$ cat config.mk
export PLATFORM = sky130hd
export DESIGN_NAME = ilvfe_top
export DESIGN_NICKNAME = d
export VERILOG_FILES = /design/src/rtl/ilvfe_pkg.sv /design/src/rtl/ilvfe_ctrl.sv /design/src/rtl/ilvfe_datapath.sv /design/src/rtl/ilvfe_top.sv
export SDC_FILE = /design/constraint.sdc
export NUM_CORES = 1
export LEC_CHECK = 0
export BUFFER_PORTS_ARGS = -buffer_cell sky130_fd_sc_hd__buf_4
export CAP_MARGIN = 25
export CELL_PAD_IN_SITES_DETAIL_PLACEMENT = 0
export CELL_PAD_IN_SITES_GLOBAL_PLACEMENT = 1
export CORE_MARGIN = 4
export CORE_UTILIZATION = 35
export CTS_BUF_LIST = sky130_fd_sc_hd__clkbuf_4
export DETAILED_ROUTE_END_ITERATION = 10
export GPL_TIMING_DRIVEN = 0
export HOLD_SLACK_MARGIN = 0.1
export PLACE_DENSITY = 0.8
export SLEW_MARGIN = 10
export SYNTH_ARGS = -nofsm -noshare
export SYNTH_HDL_FRONTEND = slang
export SYNTH_HIERARCHICAL = 1
export SYNTH_SLANG_ARGS = --single-unit
export TNS_END_PERCENT = 50
$ cat constraint.sdc
create_clock -name clk -period 1.5 [get_ports clk]
set_input_delay 0.15 -clock clk [delete_from_list [all_inputs] [get_ports clk]]
set_output_delay 0.15 -clock clk [all_outputs]
set_load 0.005 [all_outputs]
$ cat src/rtl/ilvfe_pkg.sv
package ilvfe_pkg;
  typedef struct packed {
    logic loadA;
    logic loadB;
    logic pickA;
    logic pickB;
  } ctrlStrobes_t;
endpackage

$ cat src/rtl/ilvfe_ctrl.sv
module ilvfe_ctrl
  import ilvfe_pkg::*;
#(
  parameter int SEL_W = 2
) (
  input  logic             clk,
  input  logic             rst,
  input  logic             modeIlv,
  input  logic [SEL_W-1:0] selPort,
  output logic             phaseOut,
  output ctrlStrobes_t     str
);
  localparam logic [SEL_W-1:0] SEL_A = SEL_W'(1);
  localparam logic [SEL_W-1:0] SEL_B = SEL_W'(2);

  logic phaseQ;
  logic ilvQ;
  logic srcIsB;
  logic capEdge;
  logic wantA;
  logic wantB;

  always_comb begin
    capEdge = ~phaseQ;
    wantA   = (selPort == SEL_A);
    wantB   = (selPort == SEL_B);
    str.loadA = capEdge & (ilvQ | wantA);
    str.loadB = capEdge & (ilvQ | wantB);
    if (ilvQ) begin
      str.pickA = phaseQ;
      str.pickB = capEdge;
    end else begin
      str.pickA = capEdge & ~srcIsB;
      str.pickB = capEdge & srcIsB;
    end
  end

  always_ff @(posedge clk) begin
    if (rst) begin
      phaseQ <= 1'b1;
      ilvQ   <= modeIlv;
      srcIsB <= 1'b0;
    end else begin
      phaseQ <= ~phaseQ;
      if (capEdge && !ilvQ) begin
        if (wantA) srcIsB <= 1'b0;
        else if (wantB) srcIsB <= 1'b1;
      end
    end
  end

  assign phaseOut = phaseQ;

  p_reset_phase_r1: assert property (@(posedge clk) rst |=> phaseQ);
  p_phase_toggle_r2: assert property (@(posedge clk) disable iff (rst)
    1'b1 |=> (phaseQ != $past(phaseQ)));
  p_no_load_off_edge_r3: assert property (@(posedge clk) disable iff (rst)
    phaseQ |-> !(str.loadA || str.loadB));
  p_pair_load_r3: assert property (@(posedge clk) disable iff (rst)
    (ilvQ && !phaseQ) |-> (str.loadA && str.loadB));
  p_mode_frozen_r9: assert property (@(posedge clk) disable iff (rst)
    1'b1 |=> $stable(ilvQ));
endmodule

$ cat src/rtl/ilvfe_datapath.sv
module ilvfe_datapath
  import ilvfe_pkg::*;
#(
  parameter int DATA_W = 12
) (
  input  logic              clk,
  input  logic              rst,
  input  ctrlStrobes_t      str,
  input  logic [DATA_W-1:0] portA,
  input  logic [DATA_W-1:0] portB,
  output logic [DATA_W-1:0] codeOut,
  output logic [DATA_W-1:0] compOut
);
  localparam logic [DATA_W-1:0] CODE_MAX = '1;

  logic [DATA_W-1:0] latchA;
  logic [DATA_W-1:0] latchB;
  logic [DATA_W-1:0] outReg;

  always_ff @(posedge clk) begin
    if (rst) begin
      latchA <= '0;
      latchB <= '0;
      outReg <= '0;
    end else begin
      if (str.loadA) latchA <= portA;
      if (str.loadB) latchB <= portB;
      if (str.pickA) outReg <= latchA;
      else if (str.pickB) outReg <= latchB;
    end
  end

  assign codeOut = outReg;
  assign compOut = CODE_MAX - outReg;

  p_one_pick_r4: assert property (@(posedge clk) disable iff (rst)
    $onehot0({str.pickA, str.pickB}));
  p_hold_r7: assert property (@(posedge clk) disable iff (rst)
    (!str.pickA && !str.pickB) |=> $stable(outReg));
  p_comp_r8: assert property (@(posedge clk) disable iff (rst)
    (codeOut ^ compOut) == CODE_MAX);
endmodule

$ cat src/rtl/ilvfe_top.sv
module ilvfe_top
  import ilvfe_pkg::*;
#(
  parameter int DATA_W = 12,
  parameter int SEL_W  = 2
) (
  input  logic              clk,
  input  logic              rst,
  input  logic              modeIlv,
  input  logic [SEL_W-1:0]  selPort,
  input  logic [DATA_W-1:0] portA,
  input  logic [DATA_W-1:0] portB,
  output logic              phaseOut,
  output logic [DATA_W-1:0] codeOut,
  output logic [DATA_W-1:0] codeCompOut
);
  ctrlStrobes_t str;

  ilvfe_ctrl #(.SEL_W(SEL_W)) ctrl_i (
    .clk(clk), .rst(rst), .modeIlv(modeIlv), .selPort(selPort),
    .phaseOut(phaseOut), .str(str)
  );

  ilvfe_datapath #(.DATA_W(DATA_W)) dp_i (
    .clk(clk), .rst(rst), .str(str), .portA(portA), .portB(portB),
    .codeOut(codeOut), .compOut(codeCompOut)
  );
endmodule

# Yosys cells after proc, flatten, opt, wreduce, memory -nomap -nowiden
# Index checks and enable logic that the tools add are counted.
# Widths: inputs -> output; s select.
[classes]
addsub = 1
eq_ne = 2
mux = 5
n_bitwise = 8
n_reduce_logical = 5
[op_table]
columns = ["cell", "count"]
rows = [
  ["$mux 12", 2],
  ["$sub 12x12->12 const A", 1],
  ["$and 1x1->1", 4],
  ["$reduce_bool 2->1", 2],
  ["$eq 2x1->1 const B", 1],
  ["$eq 2x2->1 const B", 1],
  ["$mux 1", 2],
  ["$mux 2", 1],
  ["$not 1->1", 2],
  ["$or 1x1->1", 2],
  ["$reduce_and 2->1", 1],
  ["$logic_and 1x1->1", 1],
  ["$logic_not 1->1", 1],
]
[totals]
ff_bits = 39
inputBits = 29
out_inout_bits = 25
elab_cells = 27

# Depth between registers and ports, before layout
# Gate-level depths: netlist of the first run.
[depth]
ltp_word = 5
ltp_mapped = 7
depth_no_buf = 6

# Cells and area by module
# Netlist of the first run, hierarchy kept.
[modules_own_cells]
columns = ["module", "n_inst", "cells_each", "area_each_um2", "seq_area_each_um2"]
rows = [
  ["ilvfe_datapath", 1, 142, 1488.9, 720.7],
  ["ilvfe_ctrl", 1, 19, 178.9, 70.1],
]

# Least setup slack after synthesis of the first run
# OpenSTA, ideal clock, no wires.
[synth_timing]
path_kind = "flip-flop to flip-flop"
start = "register ctrl_i.phaseQ (netlist: ctrl_i/phaseOut)"
end = "register dp_i.outReg[10] (netlist: dp_i/codeOut[10])"
setup_time_ps = 130
t_arrival_ps = 1198
required_time_ps = 1370
setup_slack_ps = 172
stages_incl_launch_ff = 5
n_path_buf = 1
synth_period_minus_slack_ps = 1328
path_cell_list = "dfxtp_1 > mux2_2 > inv_1 > buf_2 > a211oi_2"
[synth_rtl]
columns = ["element", "line_no", "text"]
rows = [
  ["start, declared", "ilvfe_ctrl.sv:16", "logic phaseQ;"],
  ["start signal, assigned", "ilvfe_ctrl.sv:44", "phaseQ <= ~phaseQ;"],
  ["end signal, assigned", "ilvfe_datapath.sv:28", "if (str.pickA) outReg <= latchA;"],
  ["end signal, assigned", "ilvfe_datapath.sv:29", "else if (str.pickB) outReg <= latchB;"],
  ["end, declared", "ilvfe_datapath.sv:18", "logic [DATA_W-1:0] outReg;"],
]

==> results.toml, run 1 <==
[sta]
fin_setup_tns_ns = 0
worstMarginPinSlew_ns = 0.476
drv_slew = 0
hold_slack_ns = 0.263
final.period_utilization_pct = 94.2
clock.fmax_mhz = 707
fin_crit_ns = 1.41
finalSetupViolCount = 0
fin_skew_ns = 0.00989
relSlewSlack_pct = 68.3
hold_viol_final = 0

[synth]
yosysUniqueCellTypes = 17
syn_avg_cell_area_um2 = 10.4
ys.flop_type = "dfxtp_1"
ys_seq_area_share_pct = 47.4
netlist_instances = 161
synth-seq-cells = 39
netlist_area_um2 = 1670
syn-num-nets = 192
synth_warnings = 6
synth_edf_count = 1
async_flop_share_pct = 0

[drt]
via_count = 1329
drc = 0
wl_met1_mm = 1.74
drtIter0Drc = 26
viasPerCell = 4.43
routed_wire_length_per_instance_um = 12.1
met2_wirelength_mm = 1.61
first_pass_iters = 4
wirelength_mm = 3.62
wl_met3_um = 192
detail-route-antenna-nets = 0
top_layer = "met4"

[worst_setup_path]
path_delay_family = "flip-flops"
worst_ep_arrival_time_ns = 1.65
crit_slowest_cell = "edfxtp_1"
worstPathRequired_ns = 1.74
r2r_setup_slack_ns = 0.09
r2r_cells = 5
cp-start-kind = "flop"
crit_chain = "nor2_1 -> mux2_2 -> clkbuf_2 -> nor2b_1 -> a211oi_2"
r2r-start = "ctrl_i/ilvQ"
cp.buffers_inverters = 1
path_max_fanout = 10
setup.worst_path.end_class = "flop"
crit_type = "flop to flop"
cp.depth = 5
max_stage_delay_ns = 0.47
regToRegEndpoint = "dp_i/codeOut[8]"

[floorplanning]
initial_core_util_pct = 37.3
die_x_um = 77.0
core_um2 = 4470
boundaryPins = 54
die_area_um2 = 5930
row_count = 24
dieHeight_um = 77.0

[layout]
final_cell_mix = "buf_4, dfxtp_1, mux2i_1, nor2_1, dlygate4sd3_1"
antenna_cells = 0
syn_to_final_growth_pct = 47.1
final_area_um2 = 2450
post_route_cells_drive_above_1_share_pct = 33.5
layout.nets = 278
final_common_cell = "buf_4"
fill_cells = 399

[global_routing]
grt_pass1_vias = 1278
grt_pass1_wl_mm = 6.15
antenna_found_initial = 0
grt_overflow = 0
grt_usage_pct = 13.1
grt_max_degree = 12

[worst_hold_path]
hp-start = "selPort[1]"
min_path_type = "input pin to flop"
min_path_cells = 4
whs_endpoint = "ctrl_i/srcIsB"

[placed_design]
dpl_cell_area_um2 = 2130
dpl.hpwl_mm = 2.67
finalWeightedCongestion = 0.669
port-buffer-count = 53

[clock_network]
htreeDepth = 2
cts_buffers = 5
clkTransAtPathRegs_ns = 0.11
clock_sinks = 39
clock_latency_ns = 0.34
cts_tree = "yes"
cts_root_buffer = "clkbuf_4"
postCtsSetupRepairBufs = 0
clk_path_buf_depth = 2

[pwr]
peakVddDrop_v = 0.000384
finalPower_mw = 2.18
p_leak_nw = 1.04
power_density_nw_per_um2 = 889

[status]
status = "finished, final reports clean"

[flow_run]
maxCapViolCount = 0
## power breakdown
group          leakage, nW  internal (mW)  switching, mW
logic                0.689          0.301          0.203
clock network       0.0307          0.192          0.320
registers            0.321           1.11         0.0529
total                 1.04           1.61          0.576
## stage by stage
stage	setup WS (ns)	cells	util (%)
final	0.0863	300	54.8
after global placement	0.0442	266	47.6
after floorplan	0.172	161	-
after detailed placement	0.0321	266	47.6
after global routing	-0.00319	300	54.8
after CTS	0.0129	300	54.6
## flip-flops by register name, indices dropped and copies added, names as in the netlist
| register | flops |
|---|---|
| ctrl_i/srcIsB | 1 |
| dp_i/latchA | 12 |
| ctrl_i/ilvQ | 1 |
| ctrl_i/phaseOut | 1 |
| dp_i/latchB | 12 |
| dp_i/codeOut | 12 |
## final cells by class
class	count	area [um2]	area share, %
Buffer	9	57.6	2.35
Clock buffer	6	45.0	1.84
Clock inverter	2	7.51	0.306
Inverter	15	56.3	2.29
Multi-Input combinational cell	98	772	31.5
Sequential cell	39	792	32.3
Tap cell	52	65.1	2.65
Timing Repair Buffer	79	658	26.8
## repair_timing
action,4_1_cts,5_1_grt
resized for setup,1,5
hold endpoints to repair,27,0
endpoints found under the setup margin,1,20
hold buffers,26,0
## worst reg2reg max path: cells and delay by family (launching register included)
kind	cells	cell delay, ns
muxes	1	0.21
buffers and inverters	1	0.17
AOI/OAI and AO/OA	1	0.06
and+or+nand+nor	2	0.40
DFF	1	0.47
## how the worst max path moves through the flow
stage                               start          endpoint  slack (ns)
after floorplan           ctrl_i/phaseOut  dp_i/codeOut[10]        0.17
after global placement    ctrl_i/phaseOut   dp_i/codeOut[1]        0.04
after detailed placement  ctrl_i/phaseOut   dp_i/codeOut[1]        0.03
after CTS                     ctrl_i/ilvQ   dp_i/codeOut[1]        0.01
after global routing          ctrl_i/ilvQ   dp_i/codeOut[8]      -0.003
final                         ctrl_i/ilvQ   dp_i/codeOut[8]        0.09
## cells in the mapped netlist (2+ instances only)
| cell | number | area [um2] |
|---|---|---|
| nor2b_1 | 13 | 81.3 |
| nor2_1 | 31 | 116 |
| clkbuf_1 | 2 | 7.51 |
| buf_4 | 2 | 15.0 |
| inv_1 | 15 | 56.3 |
| mux2i_1 | 36 | 360 |
| a211oi_2 | 10 | 125 |
| a211oi_1 | 2 | 15.0 |
| dfxtp_1 | 38 | 761 |
| buf_2 | 4 | 20.0 |
| ha_1 | 2 | 25.0 |
## metal layers
layer,track usage (%),vias up
li1,-,703
met1,17.1,586
met2,19.7,35
met3,4.10,5
met4,5.87,0
met5,0,-
## logic make-up (layout without fill, tap and decap cells)
kind of cell    after synthesis  in the layout  synth area share [%]
compound gates               12             12                  8.40
flops                        39             39                  47.4
mux                          38             38                  23.2
fa+ha+maj                     2              2                  1.50
buf+inv                      24            111                  6.60
simple gates                 46             46                  12.9
Power figures use the tool's default switching activity.
==> inputs of run 2 (changes only) <==
--- a/config.mk
+++ b/config.mk
@@ -15,6 +15,7 @@
 export DETAILED_ROUTE_END_ITERATION = 10
 export GPL_TIMING_DRIVEN = 0
 export HOLD_SLACK_MARGIN = 0.1
+export MAX_ROUTING_LAYER = met4
 export PLACE_DENSITY = 0.8
 export SLEW_MARGIN = 10
 export SYNTH_ARGS = -nofsm -noshare
==> results.toml, run 2 (synthesized netlist as in run 1, its figures left out) <==
[status]
status = "finished, final reports clean"

[drt]
drc = 0
first_pass_iters = 4
routed_wire_length_per_instance_um = 12.0
via_count = 1330
detail-route-antenna-nets = 0
viasPerCell = 4.43
drtIter0Drc = 30
wirelength_mm = 3.61

[pwr]
p_leak_nw = 1.04
peakVddDrop_v = 0.000385
power_density_nw_per_um2 = 889

[global_routing]
met3_usage_pct = 3.75
antenna_found_initial = 0
grt_pass1_vias = 1275
use_met2_pct = 19.7
grt_usage_pct = 13.4
grt_overflow = 0
use_met1_pct = 17.2
grt_max_degree = 12
grt.busiest_layer = "met2"
grt_pass1_wl_mm = 6.17

[worst_setup_path]
setup.worst_path.end_class = "flop"
worst_ep_arrival_time_ns = 1.65
crit_type = "flop to flop"
regToRegEndpoint = "dp_i/codeOut[8]"
path_max_fanout = 10
r2r_setup_slack_ns = 0.09
worstPathRequired_ns = 1.73
cp-start-kind = "flop"
r2r-start = "ctrl_i/ilvQ"
r2r_cells = 5

[sta]
rsz0062_at_grt = "true"
clock.fmax_mhz = 707
relSlewSlack_pct = 68.3
final.period_utilization_pct = 94.3
fin_setup_tns_ns = 0
hold_viol_final = 0
fin_skew_ns = 0.00988
fin_crit_ns = 1.41
finalSetupViolCount = 0
worstMarginPinSlew_ns = 0.475
hold_slack_ns = 0.265
drv_slew = 0

[layout]
post_route_cells_drive_above_1_share_pct = 33.5
antenna_cells = 0
final_common_cell = "buf_4"
layout.nets = 278
final_cell_mix = "buf_4, dfxtp_1, mux2i_1, nor2_1, dlygate4sd3_1"
syn_to_final_growth_pct = 47.1
fill_cells = 399

[clock_network]
clk_path_buf_depth = 2
postCtsSetupRepairBufs = 0
cts_buffers = 5
cts_root_buffer = "clkbuf_4"
clock_sinks = 39
cts_tree = "yes"
htreeDepth = 2
clkTransAtPathRegs_ns = 0.11
clock_latency_ns = 0.34

[worst_hold_path]
hp-start = "selPort[1]"
min_path_cells = 4
min_path_type = "input pin to flop"
whs_endpoint = "ctrl_i/srcIsB"

[floorplanning]
initial_core_util_pct = 37.3
die_x_um = 77.0
core_um2 = 4470
die_area_um2 = 5930
row_count = 24
boundaryPins = 54
dieHeight_um = 77.0

[placed_design]
port-buffer-count = 53
finalWeightedCongestion = 0.676
dpl.hpwl_mm = 2.67

[flow_run]
maxCapViolCount = 0
==> run 2: cell counts in the layout (fill, tap and decap cells not counted) <==
Identical to the previous run, type by type.
==> run 2: metrics by stage <==
step	power (mW)	cells	cell area (um2)	utilization, %	worst slack (ns)
floorplan	1.43	161	1670	-	0.172
global placement	1.64	266	2130	47.6	0.0442
detailed placement	1.64	266	2130	47.6	0.0321
CTS	2.21	300	2440	54.6	0.0129
global route	2.33	300	2450	54.8	-0.00667
finish	2.18	300	2450	54.8	0.0857
==> run 2: worst max-delay path by stage <==
stage                    startpoint          endpoint  slack [ns]
global placement    ctrl_i/phaseOut   dp_i/codeOut[1]        0.04
floorplan           ctrl_i/phaseOut  dp_i/codeOut[10]        0.17
global route            ctrl_i/ilvQ   dp_i/codeOut[8]      -0.007
CTS                     ctrl_i/ilvQ   dp_i/codeOut[1]        0.01
finish                  ctrl_i/ilvQ   dp_i/codeOut[8]        0.09
detailed placement  ctrl_i/phaseOut   dp_i/codeOut[1]        0.03
==> run 2: what timing repair did <==
action                                  in CTS  in global routing
hold buffers                                26                  0
resized for setup                            1                  5
hold endpoints to repair                    27                  0
endpoints found under the setup margin       1                 20
==> run 2: worst max-delay path, stage by stage, from the launching register on <==
cell and delay (ns):
edfxtp_1 0.47, nor2_1 0.18, mux2_2 0.21, clkbuf_2 0.17, nor2b_1 0.22, a211oi_2 0.06
==> run 2: per-layer routing <==
| metal | share of wire (%) | wire length (um) | up-vias |
|---|---|---|---|
| met5 | 0 | 0 | - |
| met4 | 1.9 | 68 | 0 |
| met3 | 5.3 | 193 | 6 |
| met2 | 44 | 1610 | 35 |
| met1 | 48 | 1740 | 586 |
| li1 | - | - | 703 |
==> run 2: final cells by class <==
cell class | instances | area (um2) | share of cell area, %
clock inverter | 2 | 7.51 | 0.306
tap | 52 | 65.1 | 2.65
buffer | 9 | 57.6 | 2.35
inverter | 15 | 56.3 | 2.29
multi-input combinational | 98 | 772 | 31.5
sequential | 39 | 792 | 32.3
timing repair buffer | 79 | 658 | 26.8
clock buffer | 6 | 45.0 | 1.84
==> run 2: where the power goes <==
group          switching, mW  internal, mW  leakage [nW]  total, mW
Clock                  0.319         0.192        0.0307      0.511
Sequential            0.0529          1.11         0.321       1.17
Combinational          0.203         0.301         0.689      0.504
